--- config.mk ---
export PLATFORM = sky130hd
export DESIGN_NAME = twin_pulse_gate_drv
export DESIGN_NICKNAME = d
export VERILOG_FILES = /design/src/rtl/tpg_pkg.sv /design/src/rtl/tpg_rst_sync.sv /design/src/rtl/tpg_scale.sv /design/src/rtl/tpg_cmp_bank.sv /design/src/rtl/tpg_sequencer.sv /design/src/rtl/twin_pulse_gate_drv.sv
export SDC_FILE = /design/constraint.sdc
export NUM_CORES = 1
export LEC_CHECK = 0
export CAP_MARGIN = 10
export CORE_MARGIN = 1.5
export CORE_UTILIZATION = 55
export DETAILED_ROUTE_END_ITERATION = 6
export PLACE_DENSITY = 0.73
export SYNTH_ARGS = -nofsm -noshare
export SYNTH_HDL_FRONTEND = slang
export SYNTH_SLANG_ARGS = --single-unit
export TNS_END_PERCENT = 5
--- constraint.sdc ---
create_clock -name clk -period 2.55 [get_ports clk]
set_input_delay 0.51 -clock clk [delete_from_list [all_inputs] [get_ports clk]]
set_output_delay 0.51 -clock clk [all_outputs]
set_load 0.05 [all_outputs]
--- src/rtl/tpg_pkg.sv ---
package tpg_pkg;
  typedef enum logic {
    PH_RISE = 1'b0,
    PH_FALL = 1'b1
  } phase_e;
endpackage

--- src/rtl/tpg_rst_sync.sv ---
module tpg_rst_sync (
  input  logic clk,
  input  logic rst_n,
  output logic rst_sync_n
);
  logic [1:0] sync_q;

  always_ff @(posedge clk or negedge rst_n) begin
    if (!rst_n) sync_q <= 2'b00;
    else        sync_q <= {sync_q[0], 1'b1};
  end

  assign rst_sync_n = sync_q[1];
endmodule

--- src/rtl/tpg_scale.sv ---
// Linear map of the duty command onto the low compare value.
module tpg_scale #(
  parameter int CMD_W  = 10,
  parameter int CNT_W  = 16,
  parameter int LO_MIN = 36,
  parameter int LO_MAX = 1116
) (
  input  logic [CMD_W-1:0] cmd,
  output logic [CNT_W-1:0] lo
);
  localparam int SPAN   = LO_MAX - LO_MIN;
  localparam int PROD_W = CMD_W + CNT_W;

  logic [PROD_W-1:0] prod;

  assign prod = PROD_W'(SPAN) * PROD_W'(cmd);
  assign lo   = CNT_W'(LO_MIN) + CNT_W'(prod >> CMD_W);
endmodule

--- src/rtl/tpg_cmp_bank.sv ---
// Pending / shadow / live compare pairs with top-load and bottom-reload.
module tpg_cmp_bank #(
  parameter int CNT_W       = 16,
  parameter int HALF_PERIOD = 1200,
  parameter int PULSE_W     = 48
) (
  input  logic             clk,
  input  logic             rst_n,
  input  logic             cmd_valid,
  input  logic [CNT_W-1:0] cmd_lo,
  input  logic             take_ev,
  input  logic             zero_ev,
  output logic [CNT_W-1:0] live_lo,
  output logic [CNT_W-1:0] live_hi
);
  localparam logic [CNT_W-1:0] PARK_LO = CNT_W'(HALF_PERIOD + 1);
  localparam logic [CNT_W-1:0] WIDTH_C = CNT_W'(PULSE_W);

  logic [CNT_W-1:0] pend_q, pend_n;
  logic             armed_q, armed_n;
  logic [CNT_W-1:0] sh_lo_q, sh_lo_n, sh_hi_q, sh_hi_n;
  logic [CNT_W-1:0] lv_lo_q, lv_lo_n, lv_hi_q, lv_hi_n;
  logic             pend_en, sh_en, lv_en;

  assign pend_en = cmd_valid;
  assign sh_en   = take_ev & armed_q;
  assign lv_en   = zero_ev;

  always_comb begin
    pend_n  = cmd_lo;
    sh_lo_n = pend_q;
    sh_hi_n = pend_q + WIDTH_C;
    lv_lo_n = sh_lo_q;
    lv_hi_n = sh_hi_q;
    if (cmd_valid)    armed_n = 1'b1;
    else if (sh_en)   armed_n = 1'b0;
    else              armed_n = armed_q;
  end

  always_ff @(posedge clk or negedge rst_n) begin
    if (!rst_n) begin
      pend_q  <= PARK_LO;
      armed_q <= 1'b0;
      sh_lo_q <= PARK_LO;
      sh_hi_q <= PARK_LO + WIDTH_C;
      lv_lo_q <= PARK_LO;
      lv_hi_q <= PARK_LO + WIDTH_C;
    end else begin
      if (pend_en) pend_q <= pend_n;
      armed_q <= armed_n;
      if (sh_en) begin
        sh_lo_q <= sh_lo_n;
        sh_hi_q <= sh_hi_n;
      end
      if (lv_en) begin
        lv_lo_q <= lv_lo_n;
        lv_hi_q <= lv_hi_n;
      end
    end
  end

  assign live_lo = lv_lo_q;
  assign live_hi = lv_hi_q;

  AST_LIVE_HOLD: assert property (@(posedge clk) disable iff (!rst_n)
    !zero_ev |=> ($stable(live_lo) && $stable(live_hi)));

  AST_ARM_DROP: assert property (@(posedge clk) disable iff (!rst_n)
    (take_ev && armed_q && !cmd_valid) |=> !armed_q);

  AST_SHADOW_QUIET: assert property (@(posedge clk) disable iff (!rst_n)
    !take_ev |=> ($stable(sh_lo_q) && $stable(sh_hi_q)));
endmodule

--- src/rtl/tpg_sequencer.sv ---
// Triangle counter, two-phase state and pulse outputs.
module tpg_sequencer
  import tpg_pkg::*;
#(
  parameter int CNT_W       = 16,
  parameter int HALF_PERIOD = 1200
) (
  input  logic             clk,
  input  logic             rst_n,
  input  logic             start_in,
  input  logic             stop_n,
  input  logic [CNT_W-1:0] live_lo,
  input  logic [CNT_W-1:0] live_hi,
  output logic             pulse_a,
  output logic             pulse_b,
  output logic             phase,
  output logic             half_evt,
  output logic             take_ev,
  output logic             zero_ev
);
  localparam logic [CNT_W-1:0] TOP_C = CNT_W'(HALF_PERIOD);
  localparam logic [CNT_W-1:0] ONE_C = CNT_W'(1);

  logic [CNT_W-1:0] cnt_q, cnt_n;
  phase_e           ph_q, ph_n;
  logic             run_q, run_n;
  logic             pa_q, pa_n, pb_q, pb_n;
  logic             start_q, half_q;
  logic             start_fall, top_hit, halt;
  logic             cnt_en;

  assign start_fall = start_q & ~start_in;
  assign top_hit    = run_q && (ph_q == PH_RISE) && (cnt_q == TOP_C);
  assign zero_ev    = run_q && (ph_q == PH_FALL) && (cnt_q == '0);
  assign halt       = zero_ev && !stop_n;
  assign take_ev    = top_hit;
  assign cnt_en     = run_q;

  always_comb begin
    cnt_n = cnt_q;
    ph_n  = ph_q;
    run_n = run_q;
    pa_n  = pa_q;
    pb_n  = pb_q;
    if (!run_q) begin
      if (start_fall) run_n = 1'b1;
    end else begin
      unique case (ph_q)
        PH_RISE: begin
          if (cnt_q == live_lo) pa_n = 1'b1;
          if (cnt_q == live_hi) pa_n = 1'b0;
          if (top_hit) begin
            ph_n  = PH_FALL;
            cnt_n = cnt_q - ONE_C;
          end else begin
            cnt_n = cnt_q + ONE_C;
          end
        end
        PH_FALL: begin
          if (cnt_q == live_hi) pb_n = 1'b1;
          if (cnt_q == live_lo) pb_n = 1'b0;
          if (zero_ev) begin
            ph_n = PH_RISE;
            if (halt) begin
              run_n = 1'b0;
              cnt_n = '0;
              pa_n  = 1'b0;
              pb_n  = 1'b0;
            end else begin
              cnt_n = ONE_C;
            end
          end else begin
            cnt_n = cnt_q - ONE_C;
          end
        end
        default: ph_n = PH_RISE;
      endcase
    end
  end

  always_ff @(posedge clk or negedge rst_n) begin
    if (!rst_n) begin
      cnt_q   <= '0;
      ph_q    <= PH_RISE;
      run_q   <= 1'b0;
      pa_q    <= 1'b0;
      pb_q    <= 1'b0;
      start_q <= 1'b1;
      half_q  <= 1'b0;
    end else begin
      if (cnt_en) cnt_q <= cnt_n;
      ph_q    <= ph_n;
      run_q   <= run_n;
      pa_q    <= pa_n;
      pb_q    <= pb_n;
      start_q <= start_in;
      half_q  <= top_hit;
    end
  end

  assign pulse_a  = pa_q;
  assign pulse_b  = pb_q;
  assign phase    = ph_q;
  assign half_evt = half_q;

  AST_CNT_BOUND: assert property (@(posedge clk) disable iff (!rst_n)
    cnt_q <= TOP_C);

  AST_HALF_SINGLE: assert property (@(posedge clk) disable iff (!rst_n)
    half_evt |=> !half_evt);

  AST_NO_OVERLAP: assert property (@(posedge clk) disable iff (!rst_n)
    !(pulse_a && pulse_b));

  AST_A_IN_RISE: assert property (@(posedge clk) disable iff (!rst_n)
    pulse_a |-> (phase == 1'b0));

  AST_B_IN_FALL: assert property (@(posedge clk) disable iff (!rst_n)
    pulse_b |-> (phase == 1'b1));

  AST_A_EDGE: assert property (@(posedge clk) disable iff (!rst_n)
    $rose(pulse_a) |-> ($past(cnt_q) == live_lo));

  AST_HALT_CLEAN: assert property (@(posedge clk) disable iff (!rst_n)
    halt |=> (!run_q && cnt_q == '0 && !pulse_a && !pulse_b && phase == 1'b0));

  AST_IDLE_QUIET: assert property (@(posedge clk) disable iff (!rst_n)
    !run_q |-> (!pulse_a && !pulse_b && !half_evt));
endmodule

--- src/rtl/twin_pulse_gate_drv.sv ---
module twin_pulse_gate_drv #(
  parameter int CNT_W       = 16,
  parameter int CMD_W       = 10,
  parameter int HALF_PERIOD = 1200,
  parameter int PULSE_W     = 48,
  parameter int LO_MIN      = 36,
  parameter int LO_MAX      = 1116
) (
  input  logic             clk,
  input  logic             rst_n,
  input  logic             start_in,
  input  logic             stop_n,
  input  logic [CMD_W-1:0] cmd,
  input  logic             cmd_valid,
  output logic             pulse_a,
  output logic             pulse_b,
  output logic             phase,
  output logic             half_evt
);
  logic             rst_int_n;
  logic [CNT_W-1:0] cmd_lo, live_lo, live_hi;
  logic             take_ev, zero_ev;

  tpg_rst_sync u_rst (
    .clk        (clk),
    .rst_n      (rst_n),
    .rst_sync_n (rst_int_n)
  );

  tpg_scale #(
    .CMD_W (CMD_W), .CNT_W (CNT_W), .LO_MIN (LO_MIN), .LO_MAX (LO_MAX)
  ) u_scale (
    .cmd (cmd),
    .lo  (cmd_lo)
  );

  tpg_cmp_bank #(
    .CNT_W (CNT_W), .HALF_PERIOD (HALF_PERIOD), .PULSE_W (PULSE_W)
  ) u_bank (
    .clk       (clk),
    .rst_n     (rst_int_n),
    .cmd_valid (cmd_valid),
    .cmd_lo    (cmd_lo),
    .take_ev   (take_ev),
    .zero_ev   (zero_ev),
    .live_lo   (live_lo),
    .live_hi   (live_hi)
  );

  tpg_sequencer #(
    .CNT_W (CNT_W), .HALF_PERIOD (HALF_PERIOD)
  ) u_seq (
    .clk      (clk),
    .rst_n    (rst_int_n),
    .start_in (start_in),
    .stop_n   (stop_n),
    .live_lo  (live_lo),
    .live_hi  (live_hi),
    .pulse_a  (pulse_a),
    .pulse_b  (pulse_b),
    .phase    (phase),
    .half_evt (half_evt),
    .take_ev  (take_ev),
    .zero_ev  (zero_ev)
  );
endmodule

==> results.json <==
{
  "outcome": "finished with violations",
  "violations": "setup timing",
  "min_period_ps": 3590,
  "synth.avg_cell_area_um2": 9.63,
  "placedCellCount": 736,
  "most-common-layout-cells": "70 x buf_4, 62 x nand2_1, 54 x dfrtp_1",
  "dr.pass1.iters": 4,
  "worst_clock_skew_ps": 9.25,
  "grt_pass1_wl_mm": 21.7,
  "holdCritPathClass": "register to asynchronous set/reset pin",
  "hold_viol_final": 0,
  "synth-simple-area-share": 0.153,
  "totalWireLength_mm": 13.1,
  "ys_ff_latch": 79,
  "drv_cap": 0,
  "layout-drive-gt1-share": 0.351,
  "yosys.area_share.adder": 0.131,
  "dieArea_mm2": 0.0104,
  "synth_cells": 561,
  "dpl.hpwl_mm": 9.19,
  "wl_per_cell_um": 17.1,
  "insertion_delay_ps": 350,
  "drv_slew": 0,
  "coreArea_mm2": 0.00937,
  "finish.net_count": 696,
  "ctsHoldBuffers": 0,
  "fill_cells": 672,
  "yosysUniqueCellTypes": 67,
  "fin_cells": 765,
  "antenna_found_initial": 0,
  "num_io_pins": 19,
  "grt_overflow": 0,
  "final_common_cell": "buf_4",
  "synth_top_cell_by_area": "dfrtp_1",
  "place_congestion": 0.903,
  "antenna_cells": 0,
  "synth_compound_area_frac": 0.142,
  "yosysWarnings": 0,
  "first_iter_violations": 252,
  "power_density_mw_per_mm2": 781,
  "critPathArrivalTime_ps": 3830,
  "slew_headroom": 0.627,
  "crit_required_ps": 2790,
  "cp-start-kind": "input pin",
  "root_buffer": "clkbuf_8",
  "grt_pass1_vias": 4559,
  "grt.total_usage": 0.265,
  "fmax_mhz": 279,
  "clkTransAtPathRegs_ps": 90,
  "async_flop_share": 1.00,
  "worstMarginPinSlew_ps": 560,
  "area_delta_synth_final_pct": 25.1,
  "setup_viol": 12,
  "place_ws_ps": -2010,
  "rsz0062_at_grt": "true",
  "ys_seq_area_frac": 0.371,
  "worst_slack_ps": -1040,
  "cts_tree": "built",
  "end_kind": "register",
  "path_cells": "buf_6 > ha_4 > fa_1 > inv_1 > fa_1 > inv_1 > ha_4 > a21oi_1 > o21ai_1 > mux2i_1 > o2bb2ai_2 > or3b_4 > buf_6 > nor2_4 > xnor2_2 > a21oi_2",
  "drc": 0,
  "synth_mux_area_frac": 0.0743,
  "synthTopCellsByArea": "dfrtp_1 25%, dfstp_2 12%, ha_1 9.0%",
  "synth_edf_count": 0,
  "critPathMaxStageDelay_ps": 490,
  "io_buffers": 18,
  "syn_area_mm2": 0.00540,
  "critPathSlowestCell": "fa_1",
  "fp.dieW_um": 102,
  "timing.final.crit_share": 1.41,
  "grt_max_degree": 63,
  "synth_top_family_by_area": "simple AND/OR/NAND/NOR gates",
  "syn-num-nets": 626,
  "core.rowCount": 35,
  "multi_input_area_mm2": 0.00342,
  "cts_buffers": 9,
  "viasPerCell": 5.86,
  "cts_max_path_buffers": 2,
  "synth_xor_area_frac": 0.0583,
  "antenna_left": 0,
  "crit_type": "input pin to register",
  "regArea_mm2": 0.00201,
  "cts_sinks": 79,
  "cp_max_fo": 5,
  "ys.flop_type": "dfrtp_1",
  "start_util": 0.577,
  "fp.dieH_um": 102,
  "ir_drop_mv": 0.451,
  "h-tree-depth": 3,
  "power_leakage_nw": 3.06,
  "synth_top_area_frac": 0.255,
  "vias": 4486
}
state kept, by name, summed over array words and instances, names as in the netlist:
register and flops:
u_bank.lv_lo_n 12, u_seq.cnt_q 16, u_bank.live_lo 12, u_seq.pulse_b 1
u_seq.start_q 1, u_bank.pend_q 12, u_seq.half_evt 1, u_seq.phase 1
u_seq.cnt_en 1, u_bank.live_hi 9, u_bank.armed_q 1, u_rst.sync_q 2
u_bank.lv_hi_n 9, u_seq.pulse_a 1
cells in the mapped netlist, drive strengths merged, types with 3 or more instances:
library cell / instances
o31ai: 3
dfstp: 24
nand4: 9
nor2: 26
dfrtp: 55
and4: 4
and2: 7
xor2: 19
o22ai: 3
o21ai: 41
fa: 11
nor3: 15
mux2: 33
a21oi: 13
a211oi: 4
a22o: 7
a21o: 4
a31oi: 6
nand3: 13
inv: 46
clkbuf: 23
and3: 6
buf: 10
ha: 39
o221ai: 8
xnor2: 17
mux2i: 3
nor2b: 6
o21a: 4
nor4: 9
nand2: 62
cell families (layout without fill, tap and decap cells):
kind of cell	count (synthesis)	after routing
adder cells (fa/ha/maj)	50	50
AND/OR/NAND/NOR	166	166
flip-flops	79	79
XOR/XNOR	36	36
AO/OA/AOI/OAI	112	112
other	1	1
buffers and inverters	81	156
multiplexers	36	36
worst paths after layout:
kind | from | end | slack [ps] | depth (start not counted)
worst max-delay path | cmd[3] | u_bank.pend_q[8] | -1040 | 16
worst min-delay path | u_rst.sync_q[1] | u_seq.cnt_q[0] | 180 | 0
worst max register to register | u_seq.cnt_q[4] | u_seq.cnt_q[15] | 100 | 8
worst min register to register | u_rst.sync_q[1] | u_seq.cnt_q[0] | 180 | 0
max in group asynchronous | u_rst.sync_q[1] | u_bank.lv_lo_n[7] | 1690 | 1
min in group clk | u_rst.sync_q[0] | u_rst.sync_q[1] | 360 | 0
cell type report:
class / instances / area share
Clock inverter: 7 / 0.0126
Clock buffer: 9 / 0.0183
Tap cell: 129 / 0.0239
Timing Repair Buffer: 92 / 0.115
Multi-Input combinational cell: 401 / 0.506
Sequential cell: 79 / 0.297
Inverter: 48 / 0.0272
report_power, final:
part           switching (mW)  internal (mW)
Clock                   0.512          0.476
Sequential              0.141           1.42
Combinational            1.41           1.32
Total                    2.06           3.22
timing repair:
item | 4_1_cts | 5_1_grt
endpoints found under the hold margin | 0 | 0
setup endpoints to repair | 12 | 14
gates resized for setup | 98 | 14
pin swaps | 42 | 28
buffers inserted | 10 | 3
per-layer routing:
layer  track usage  routed length [um]  share of wire
met5             0                   0              0
met4        0.0748                 193          0.015
met3        0.0356                 534          0.041
met2         0.461                6570           0.50
met1         0.347                5800           0.44
through the flow:
step                      cell area, um2  utilization  power [mW]  TNS [ps]  hold WS, ps
final                               6760        0.721        5.28     -9300          176
after global routing                6760        0.721        5.63    -10480          220
after CTS                           6680        0.713        5.13     -8880          190
after detailed placement            6170        0.658        3.87    -20830          183
after global placement              6170        0.658        3.81    -19860          182
after floorplan                     5540            -        3.14    -10910          214
worst max-delay path: cells and delay by family:
family,cells,cell delay (ps)
compound gates,4,410
xor+xnor,1,140
fa+ha+maj,4,1500
buf+inv,4,370
mux,1,280
simple gates,2,590
Power figures use the tool's default switching activity.
